--- src/rtl/btb_pkg.sv ---
package btb_pkg;

    // Returns 1 when n is a power of two no smaller than two.
    function automatic bit is_pow2_ge2(int unsigned n);
        return (n >= 2) && ((n & (n - 1)) == 0);
    endfunction

endpackage

--- src/rtl/btb_pc_split.sv ---
// Derives slot index and partial tag from a program counter.
module btb_pc_split #(
    parameter int PC_W      = 32,
    parameter int IDX_W     = 4,
    parameter int TAG_W     = 8,
    parameter int OFS_SHIFT = 2
) (
    input  logic [PC_W-1:0]  pc,
    output logic [IDX_W-1:0] idx,
    output logic [TAG_W-1:0] tag
);
    localparam int TAG_LSB = OFS_SHIFT + IDX_W;

    assign idx = IDX_W'(pc >> OFS_SHIFT);
    assign tag = TAG_W'(pc >> TAG_LSB);
endmodule

--- src/rtl/btb_table.sv ---
// Slot storage: valid flags with reset, tag and destination without.
module btb_table #(
    parameter int ENTRIES = 16,
    parameter int IDX_W   = 4,
    parameter int TAG_W   = 8,
    parameter int TGT_W   = 32
) (
    input  logic             clk,
    input  logic             rst,
    input  logic             wr_en,
    input  logic [IDX_W-1:0] wr_idx,
    input  logic [TAG_W-1:0] wr_tag,
    input  logic [TGT_W-1:0] wr_tgt,
    input  logic [IDX_W-1:0] ra_idx,
    output logic             ra_valid,
    output logic [TAG_W-1:0] ra_tag,
    output logic [TGT_W-1:0] ra_tgt,
    input  logic [IDX_W-1:0] rb_idx,
    output logic             rb_valid,
    output logic [TAG_W-1:0] rb_tag
);
    logic [ENTRIES-1:0] valid_q;
    logic [TAG_W-1:0]   tag_q [ENTRIES];
    logic [TGT_W-1:0]   tgt_q [ENTRIES];

    for (genvar e = 0; e < ENTRIES; e++) begin : g_slot
        logic sel;
        assign sel = wr_en && (wr_idx == IDX_W'(e));

        always_ff @(posedge clk) begin
            if (rst) begin
                valid_q[e] <= 1'b0;
            end else if (sel) begin
                valid_q[e] <= 1'b1;
            end
        end

        always_ff @(posedge clk) begin
            if (sel && !rst) begin
                tag_q[e] <= wr_tag;
                tgt_q[e] <= wr_tgt;
            end
        end
    end

    assign ra_valid = valid_q[ra_idx];
    assign ra_tag   = tag_q[ra_idx];
    assign ra_tgt   = tgt_q[ra_idx];
    assign rb_valid = valid_q[rb_idx];
    assign rb_tag   = tag_q[rb_idx];
endmodule

--- src/rtl/btb_match.sv ---
// Hit decision for one read port.
module btb_match #(
    parameter int TAG_W = 8
) (
    input  logic             slot_valid,
    input  logic [TAG_W-1:0] slot_tag,
    input  logic [TAG_W-1:0] want_tag,
    output logic             hit
);
    assign hit = slot_valid && (slot_tag == want_tag);
endmodule

--- src/rtl/btb_direct.sv ---
module btb_direct
    import btb_pkg::*;
#(
    parameter int PC_W      = 32,
    parameter int ENTRIES   = 16,
    parameter int TAG_W     = 8,
    parameter int OFS_SHIFT = 2
) (
    input  logic            clk,
    input  logic            rst,
    input  logic [PC_W-1:0] lk_pc,
    output logic            lk_hit,
    output logic [PC_W-1:0] lk_target,
    input  logic [PC_W-1:0] qv_pc,
    output logic            qv_hit,
    input  logic            up_en,
    input  logic [PC_W-1:0] up_pc,
    input  logic [PC_W-1:0] up_target
);
    localparam int IDX_W   = (ENTRIES > 1) ? $clog2(ENTRIES) : 1;
    localparam int TAG_LSB = OFS_SHIFT + IDX_W;

    // Configuration guard
    if (!is_pow2_ge2(ENTRIES) || TAG_W < 1 || TAG_W > PC_W - TAG_LSB) begin : g_cfg_bad
        $error("btb_direct: illegal ENTRIES/TAG_W/OFS_SHIFT combination");
    end

    logic [IDX_W-1:0] lk_idx, qv_idx, up_idx;
    logic [TAG_W-1:0] lk_tag, qv_tag, up_tag;
    logic             ra_valid, rb_valid;
    logic [TAG_W-1:0] ra_tag, rb_tag;
    logic [PC_W-1:0]  ra_tgt;

    btb_pc_split #(.PC_W(PC_W), .IDX_W(IDX_W), .TAG_W(TAG_W), .OFS_SHIFT(OFS_SHIFT))
        u_split_lk (.pc(lk_pc), .idx(lk_idx), .tag(lk_tag));
    btb_pc_split #(.PC_W(PC_W), .IDX_W(IDX_W), .TAG_W(TAG_W), .OFS_SHIFT(OFS_SHIFT))
        u_split_qv (.pc(qv_pc), .idx(qv_idx), .tag(qv_tag));
    btb_pc_split #(.PC_W(PC_W), .IDX_W(IDX_W), .TAG_W(TAG_W), .OFS_SHIFT(OFS_SHIFT))
        u_split_up (.pc(up_pc), .idx(up_idx), .tag(up_tag));

    btb_table #(.ENTRIES(ENTRIES), .IDX_W(IDX_W), .TAG_W(TAG_W), .TGT_W(PC_W)) u_table (
        .clk      (clk),
        .rst      (rst),
        .wr_en    (up_en),
        .wr_idx   (up_idx),
        .wr_tag   (up_tag),
        .wr_tgt   (up_target),
        .ra_idx   (lk_idx),
        .ra_valid (ra_valid),
        .ra_tag   (ra_tag),
        .ra_tgt   (ra_tgt),
        .rb_idx   (qv_idx),
        .rb_valid (rb_valid),
        .rb_tag   (rb_tag)
    );

    btb_match #(.TAG_W(TAG_W)) u_match_lk (
        .slot_valid (ra_valid), .slot_tag (ra_tag), .want_tag (lk_tag), .hit (lk_hit)
    );
    btb_match #(.TAG_W(TAG_W)) u_match_qv (
        .slot_valid (rb_valid), .slot_tag (rb_tag), .want_tag (qv_tag), .hit (qv_hit)
    );

    assign lk_target = lk_hit ? ra_tgt : '0;
endmodule

--- config.mk ---
export PLATFORM = sky130hd
export DESIGN_NAME = btb_direct
export DESIGN_NICKNAME = d
export VERILOG_FILES = /design/src/rtl/btb_pkg.sv /design/src/rtl/btb_pc_split.sv /design/src/rtl/btb_table.sv /design/src/rtl/btb_match.sv /design/src/rtl/btb_direct.sv
export SDC_FILE = /design/constraint.sdc
export NUM_CORES = 1
export LEC_CHECK = 0
export ABC_CLOCK_PERIOD_IN_PS = 5300
export CAP_MARGIN = 40
export CORE_MARGIN = 2
export CORE_UTILIZATION = 39
export CTS_CLUSTER_DIAMETER = 30
export DETAILED_ROUTE_END_ITERATION = 7
export GPL_ROUTABILITY_DRIVEN = 0
export GPL_TIMING_DRIVEN = 0
export SYNTH_ARGS = -nofsm -noshare
export SYNTH_HDL_FRONTEND = slang
export SYNTH_SLANG_ARGS = --single-unit
--- constraint.sdc ---
create_clock -name clk -period 5.3 [get_ports clk]
set_input_delay 1.06 -clock clk [delete_from_list [all_inputs] [get_ports clk]]
set_output_delay 1.06 -clock clk [all_outputs]
set_load 0.01 [all_outputs]
Word level (Yosys, flattened, before mapping)
Memory sizes are Yosys's and may differ from the RTL's.
Index checks and enable logic that the tools add are counted.
{"block": "totals", "mem_count": 2, "ram_bits": 640, "reg_bits": 16, "out_inout_bits": 34, "in_bits": 131}
{"block": "op_classes", "order_cmp": 2, "reduce_logical": 66, "mux": 127, "n_eq_ne": 17}
{"memory": "u_table.tgt_q", "depth": 16, "width": 32, "rd": 1, "rd_ports_with_merged_regs": 0, "write_ports": 1, "line": "btb_table.sv:24", "rtl": "logic [TGT_W-1:0] tgt_q [ENTRIES];"}
{"memory": "u_table.tag_q", "depth": 16, "width": 8, "rd": 2, "rd_ports_with_merged_regs": 0, "write_ports": 1, "line": "btb_table.sv:23", "rtl": "logic [TAG_W-1:0] tag_q [ENTRIES];"}
{"cell": "2-to-1 mux 32 bit", "n": 16}
{"cell": "OR reduction 32 bit", "n": 15}
{"cell": "2-to-1 mux 4 bit", "n": 30}
{"cell": "2-to-1 mux 8 bit", "n": 15}
{"cell": "OR reduction 8 bit", "n": 15}
{"cell": "2-to-1 mux 1 bit", "n": 64}
{"cell": "logical AND 1 bit", "n": 34}
{"cell": "equality test 4 bit (second input constant)", "n": 8}
{"cell": "equality test 4 x 3 -> 1 bit (second input constant)", "n": 4}
{"cell": "equality test 8 bit", "n": 2}
{"cell": "less-than comparator 4 x 5 -> 1 bit (second input constant)", "n": 2}
{"cell": "binary-select mux 1 bit (select 4 bit)", "n": 2}
{"cell": "equality test 4 x 2 -> 1 bit (second input constant)", "n": 2}
{"cell": "equality test 4 x 1 -> 1 bit (second input constant)", "n": 1}
{"cell": "logical NOT 4 bit", "n": 1}
{"cell": "logical NOT 1 bit", "n": 1}

Depth between registers and ports, before layout
{"block": "depth", "word_depth": 21, "depth_mapped": 10, "mapped_depth_nobuf": 6}

By module
From an unflattened synthesis, not the netlist that was laid out.
{"block": "unflattened", "cells_unflattened": 1242, "hier_area_um2": 26409.1}
{"module": "btb_table", "cells_per_inst": 1147, "seq_area_each_um2": 19538.7, "area_per_inst_um2": 25693.4, "n_inst": 1}
{"module": "btb_pc_split", "cells_per_inst": 12, "seq_area_each_um2": 0.0, "area_per_inst_um2": 90.1, "n_inst": 3}
{"module": "btb_direct", "cells_per_inst": 35, "seq_area_each_um2": 0.0, "area_per_inst_um2": 255.2, "n_inst": 1}
{"module": "btb_match", "cells_per_inst": 12, "seq_area_each_um2": 0.0, "area_per_inst_um2": 95.1, "n_inst": 2}

Worst setup path after synthesis
No wires, ideal clock.
{"block": "synth_timing", "path_type": "input to register", "startpoint": "input rst", "endpoint": "memory u_table.tag_q[0][0] (enable)", "setup_ps": 490, "t_arrival_ps": 4389, "path_stages": 4, "slack_ps": 421, "required_time_ps": 4810, "cell_sequence": "clkinv_1 > nand2_1 > or3_1 > nor3_1"}
{"block": "synth_via", "elab_chain_len": 20}
{"element": "start: declaration", "line": "btb_direct.sv:10", "rtl": "input logic rst,"}
{"element": "logical NOT 1 bit (*)", "line": "btb_table.sv:39", "rtl": "if (sel && !rst) begin"}
{"element": "logical AND 1 bit", "line": "btb_table.sv:39"}
{"element": "2-to-1 mux 1 bit", "line": "btb_table.sv:39"}
{"element": "2-to-1 mux 1 bit (implied by the code)", "line": "btb_table.sv:40", "rtl": "tag_q[e] <= wr_tag;"}
{"element": "OR reduction 8 bit (no line)"}
{"element": "2-to-1 mux 4 bit (no line) / 2-to-1 mux 1 bit (equally long branches) (15 in series)"}
{"element": "end: declaration", "line": "btb_table.sv:23"}
Mark *: on every way between the ends. The rest lies on a longest branch, timed or not.

Worst setup path after layout
{"block": "layout_timing", "startpoint": "input lk_pc[5]", "endpoint": "output lk_target[29]"}
{"block": "layout_via", "elab_chain_len": 4}
{"element": "start: declaration", "line": "btb_direct.sv:11", "rtl": "input logic [PC_W-1:0] lk_pc,"}
{"element": "memory (16 x 8 bit) / binary-select mux 1 bit (select 4 bit) (equally long branches)"}
{"element": "equality test 8 bit / 2-to-1 mux 1 bit (equally long branches)", "line": "btb_match.sv:10, btb_table.sv:46"}
{"element": "logical AND 1 bit", "line": "btb_match.sv:10", "rtl": "assign hit = slot_valid && (slot_tag == want_tag);"}
{"element": "2-to-1 mux 32 bit (*)", "line": "btb_direct.sv:64", "rtl": "assign lk_target = lk_hit ? ra_tgt : '0;"}
{"element": "end: declaration", "line": "btb_direct.sv:13", "rtl": "output logic [PC_W-1:0] lk_target,"}
Mark *: on every way between the ends. The rest lies on a longest branch, timed or not. The select of a mux whose other input is x is not followed.

==> impl_results.html <==
<table>
<tr><th>Metric</th><th>Value</th></tr>
<tr><th colspan="2">Run</th></tr>
<tr><td>Number of max-capacitance violations reported</td><td>0</td></tr>
<tr><th colspan="2">Route</th></tr>
<tr><td>Antenna-violating nets left</td><td>0</td></tr>
<tr><td>Initial DRC Count</td><td>around 1.5k</td></tr>
<tr><td>Drt via density</td><td>5.67</td></tr>
<tr><td>Via total after detailed routing</td><td>about 14k</td></tr>
<tr><td>DR pass1 iterations</td><td>5</td></tr>
<tr><td>Post-detailed-route wirelength per cell</td><td>between 20 and 30 µm</td></tr>
<tr><td>Detailed-route DRC error count</td><td>0</td></tr>
<tr><td>Sum of routed wire length over all layers</td><td>70800 µm</td></tr>
<tr><th colspan="2">Power and ir drop</th></tr>
<tr><td>Areal power density over the cells</td><td>approximately 420 mW/mm²</td></tr>
<tr><td>Clock power frac</td><td>0.544</td></tr>
<tr><td>Switching Share</td><td>0.218</td></tr>
<tr><td>Static leakage power</td><td>11.4 nW</td></tr>
<tr><td>Worst IR Drop VDD</td><td>~0.00027 V</td></tr>
<tr><td>Sequential share of power</td><td>0.400</td></tr>
<tr><td>Switching power</td><td>about 3.2 mW</td></tr>
<tr><td>Combinational cell fraction of total power</td><td>0.055</td></tr>
<tr><td>Internal cell power</td><td>between 10 and 15 mW</td></tr>
<tr><th colspan="2">Floorplan</th></tr>
<tr><td>Site row count</td><td>96</td></tr>
<tr><td>Die height</td><td>between 200 and 300 µm</td></tr>
<tr><td>Starting utilization of the core area</td><td>0.392</td></tr>
<tr><td>Top Ports</td><td>about 170</td></tr>
<tr><td>Horiz. Die Dim</td><td>roughly 270 µm</td></tr>
<tr><td>Placeable core region</td><td>0.0683 mm²</td></tr>
<tr><td>Die area</td><td>0.0708 mm²</td></tr>
<tr><th colspan="2">Logic synthesis</th></tr>
<tr><td>Share of the synthesized area in the top cell type</td><td>0.717</td></tr>
<tr><td>Library cells used by synthesis</td><td>50</td></tr>
<tr><td>Adder-cell area share of the yosys netlist</td><td>0</td></tr>
<tr><td>Area contributors post-synth</td><td>sky130_fd_sc_hd__edfxtp_1 (72%), sky130_fd_sc_hd__mux4_2 (19%), sky130_fd_sc_hd__mux2i_1 (1.5%)</td></tr>
<tr><td>Cell count after synthesis</td><td>1186</td></tr>
<tr><td>Share of synthesized area occupied by flip-flops and latches</td><td>0.729</td></tr>
<tr><td>Fraction of the mapped netlist area in simple logic gates</td><td>0.0321</td></tr>
<tr><td>Dominant register cell in the synthesized netlist</td><td>sky130_fd_sc_hd__edfxtp_1</td></tr>
<tr><td>Post-Syn Nets</td><td>about 1.3k</td></tr>
<tr><td>Post-Syn Area per Cell</td><td>about 23 µm²</td></tr>
<tr><td>Library cell occupying the most area in the post-synthesis netlist</td><td>sky130_fd_sc_hd__edfxtp_1</td></tr>
<tr><td>Post-synth design cell area</td><td>0.0268 mm²</td></tr>
<tr><td>Total of flip-flops plus latches after synthesis</td><td>about 660</td></tr>
<tr><td>Synth Area in XOR/XNOR</td><td>0.00617</td></tr>
<tr><td>Post-synthesis compound-gate area fraction</td><td>0.0121</td></tr>
<tr><td>Asr flop ratio synth</td><td>0</td></tr>
<tr><td>Yosys Warn Count</td><td>0</td></tr>
<tr><td>Combinational family with the most area after synthesis</td><td>multiplexers</td></tr>
<tr><td>Share of synthesized area spent on multiplexers</td><td>0.205</td></tr>
<tr><td>Number of synthesized flops with an enable pin</td><td>640</td></tr>
<tr><th colspan="2">Global routing</th></tr>
<tr><td>Wire length of the first global-routing pass</td><td>101000 µm</td></tr>
<tr><td>Largest net degree at the start of global routing</td><td>20</td></tr>
<tr><td>Sum of overflow across all layers after global routing</td><td>0</td></tr>
<tr><td>Total Routing Usage GR</td><td>0.203</td></tr>
<tr><td>Vias in the first global route</td><td>approximately 15k</td></tr>
<tr><td>Initial antenna violation count</td><td>7</td></tr>
<tr><th colspan="2">Critical path</th></tr>
<tr><td>Crit-path slowest cell</td><td>sky130_fd_sc_hd__clkdlybuf4s50_1</td></tr>
<tr><td>Worst EP arrival</td><td>between 4 and 5 ns</td></tr>
<tr><td>Data required time of the critical path</td><td>4.24 ns</td></tr>
<tr><td>Critical Path, Cell by Cell</td><td>clkdlybuf4s15_2, clkbuf_4, mux4_2, a22oi_1, nand2_2, xnor2_4, buf_12, buf_2, nand2_1, nor4_4, clkdlybuf4s50_1</td></tr>
<tr><td>Max FO, Critical Path</td><td>10</td></tr>
<tr><td>Worst setup path category</td><td>primary input to output port</td></tr>
<tr><td>Delay of the slowest critical-path stage</td><td>0.61 ns</td></tr>
<tr><td>Buffer and inverter count on the worst path</td><td>5</td></tr>
<tr><td>Crit end category</td><td>output port</td></tr>
<tr><td>Launching element type of the critical path</td><td>primary input</td></tr>
<tr><td>Start of the worst register-to-register path</td><td>u_table.valid_q[5]$_SDFFE_PP0P_</td></tr>
<tr><td>Startpoint of the most critical setup path</td><td>lk_pc[5]</td></tr>
<tr><td>Cell class contributing the biggest share of worst-path delay</td><td>buffers and inverters</td></tr>
<tr><th colspan="2">STA</th></tr>
<tr><td>Final Max Slew Viols</td><td>0</td></tr>
<tr><td>Slew at the pin closest to its max-slew limit</td><td>roughly 0.88 ns</td></tr>
<tr><td>Hold Worst Slack</td><td>about 0.47 ns</td></tr>
<tr><td>Number of failing hold endpoints at the final stage</td><td>0</td></tr>
<tr><td>Worst-case headroom to the max-slew limit</td><td>0.414</td></tr>
<tr><td>Setup TNS Final</td><td>0 ns</td></tr>
<tr><td>Finish-stage setup viols</td><td>0</td></tr>
<tr><td>Maximum clock frequency</td><td>between 0.15 and 0.2 GHz</td></tr>
<tr><td>Unrepaired setup endpoints after global routing</td><td>false</td></tr>
<tr><td>Post-Route Skew</td><td>0 ns</td></tr>
<tr><td>Final critical-path required period</td><td>5.20 ns</td></tr>
<tr><td>Final cycle utilization of the critical path</td><td>0.981</td></tr>
<tr><td>Worst Slack Setup Final</td><td>roughly 0.10 ns</td></tr>
<tr><th colspan="2">Cells and area</th></tr>
<tr><td>Area of all placed cells without fillers</td><td>approximately 0.034 mm²</td></tr>
<tr><td>Number of nets in the layout</td><td>approximately 1.6k</td></tr>
<tr><td>Most frequent standard cell in the layout excluding fill and tap cells</td><td>sky130_fd_sc_hd__edfxtp_1</td></tr>
<tr><td>Area growth, synth to finish</td><td>28.8%</td></tr>
<tr><td>Count of fill cells added during filler insertion</td><td>about 5.3k</td></tr>
<tr><td>Commonest cells after routing, fill and taps aside</td><td>sky130_fd_sc_hd__edfxtp_1 (640), sky130_fd_sc_hd__mux4_2 (227), sky130_fd_sc_hd__clkbuf_16 (132), sky130_fd_sc_hd__clkdlybuf4s50_1 (91), sky130_fd_sc_hd__nand2_1 (43)</td></tr>
<tr><td>Fraction of final layout cells sized beyond drive strength 1</td><td>0.385</td></tr>
<tr><th colspan="2">Clock tree</th></tr>
<tr><td>Number of buffers between clock root and the deepest sink</td><td>3</td></tr>
<tr><td># H-tree levels</td><td>4</td></tr>
<tr><td>Clk sink count</td><td>around 660</td></tr>
<tr><td>Library cell used as clock root buffer</td><td>sky130_fd_sc_hd__clkbuf_16</td></tr>
<tr><td>Clock-pin slew on the worst setup and hold paths</td><td>roughly 0.040 ns</td></tr>
<tr><td>Clock buffer count from CTS</td><td>between 100 and 150</td></tr>
<tr><td>Clock network latency to the later pin of the worst-skew pair</td><td>0.69 ns</td></tr>
<tr><td>TritonCTS clock tree</td><td>built</td></tr>
<tr><td>Hold buffer count at cts</td><td>0</td></tr>
<tr><th colspan="2">Worst hold path</th></tr>
<tr><td>Worst min path class</td><td>flip-flop to flip-flop</td></tr>
<tr><td>Startpoint of the tightest hold check path</td><td>u_table.valid_q[10]$_SDFFE_PP0P_</td></tr>
<tr><th colspan="2">Placed design</th></tr>
<tr><td>PortBufs</td><td>99</td></tr>
<tr><td>Post-detail-place hpwl</td><td>approximately 46000 µm</td></tr>
<tr><td>Placed cell areas</td><td>~0.03 mm²</td></tr>
<tr><td>Setup slack at placement</td><td>-1.28 ns</td></tr>
<tr><th colspan="2">Run status</th></tr>
<tr><td>Outcome</td><td>completed</td></tr>
</table>
## flip-flops by register name (all words and copies together), names as in the netlist
| name | flops |
|---|---|
| u_table.valid_q | 16 |
| u_table.tgt_q | 512 |
| u_table.tag_q | 128 |
## final timing paths
| check | cells after the start | slack [ns] | end |
|---|---|---|---|
| setup / recovery | 11 | 0.10 | lk_target[29] |
| hold / removal | 1 | 0.47 | u_table.valid_q[10]$_SDFFE_PP0P_ |
| setup reg to reg | 1 | 4.71 | u_table.valid_q[5]$_SDFFE_PP0P_ |
| hold reg to reg | 1 | 0.47 | u_table.valid_q[10]$_SDFFE_PP0P_ |
## power by group through the flow
stage	clock network (mW)	logic [mW]	registers (mW)
finish	7.87	0.801	5.79
global route	8.23	0.849	5.79
CTS	7.97	0.806	5.79
floorplan	0	0.440	5.88
detailed placement	0	0.770	5.88
global placement	0	0.729	5.88
## per-layer routing
layer / part of all wire / GRT usage / wire length, µm / vias to the layer above
li1: - / - / - / 5762
met1: 0.41 / 0.264 / 29100 / 7538
met2: 0.49 / 0.332 / 35000 / 550
met3: 0.069 / 0.0527 / 4870 / 133
met4: 0.026 / 0.0753 / 1840 / 6
met5: 0.00056 / 0 / 40 / -
## timing repair
action	4_1_cts	5_1_grt
gates cloned	0	0
buffers inserted	4	0
setup endpoints to repair	34	32
gates resized for setup	46	27
pin swaps	3	5
## area by class of cell
type,count,area [µm²],area share
sequential,656,19500,0.567
multi-input combinational,454,7090,0.205
clock buffer,150,3390,0.0983
timing repair buffer,167,1980,0.0574
tap,882,1100,0.0320
clock inverter,83,908,0.0263
buffer,68,449,0.0130
inverter,6,25.0,0.000726
antenna,3,7.51,0.000218
## cells by family after synthesis
group | count (synthesis)
AOI/OAI and AO/OA | 43
xor gates and xnor gates | 18
buffers and inverters | 76
DFF | 656
muxes | 266
and+or+nand+nor | 127
## Yosys cell counts (2+ instances only)
| library cell | n |
|---|---|
| sky130_fd_sc_hd__and3_1 | 2 |
| sky130_fd_sc_hd__nand2b_1 | 3 |
| sky130_fd_sc_hd__mux4_2 | 227 |
| sky130_fd_sc_hd__a211oi_1 | 3 |
| sky130_fd_sc_hd__inv_1 | 2 |
| sky130_fd_sc_hd__nand3b_1 | 2 |
| sky130_fd_sc_hd__clkinv_1 | 3 |
| sky130_fd_sc_hd__buf_2 | 27 |
| sky130_fd_sc_hd__mux2i_1 | 39 |
| sky130_fd_sc_hd__a21oi_1 | 2 |
| sky130_fd_sc_hd__nor2_1 | 18 |
| sky130_fd_sc_hd__nand2_1 | 45 |
| sky130_fd_sc_hd__o22ai_1 | 2 |
| sky130_fd_sc_hd__a22oi_1 | 5 |
| sky130_fd_sc_hd__nor4_1 | 3 |
| sky130_fd_sc_hd__a21o_1 | 17 |
| sky130_fd_sc_hd__buf_4 | 6 |
| sky130_fd_sc_hd__nor4_2 | 30 |
| sky130_fd_sc_hd__nor3_1 | 8 |
| sky130_fd_sc_hd__clkbuf_1 | 24 |
| sky130_fd_sc_hd__dfxtp_1 | 16 |
| sky130_fd_sc_hd__o21ai_1 | 2 |
| sky130_fd_sc_hd__o21ai_0 | 4 |
| sky130_fd_sc_hd__buf_1 | 7 |
| sky130_fd_sc_hd__edfxtp_1 | 640 |
| sky130_fd_sc_hd__xor2_1 | 2 |
| sky130_fd_sc_hd__buf_6 | 5 |
| sky130_fd_sc_hd__nor2b_1 | 5 |
| sky130_fd_sc_hd__a22o_1 | 2 |
| sky130_fd_sc_hd__xnor2_1 | 15 |
## through the flow
step / util / std cells / total power [mW]
CTS: 0.504 / 2467 / 14.6
detailed placement: 0.438 / 2231 / 6.65
floorplan: - / 1186 / 6.32
global route: 0.505 / 2466 / 14.9
global placement: 0.423 / 2167 / 6.61
finish: 0.505 / 2469 / 14.5
No activity file was read; power rests on OpenSTA's default activity.
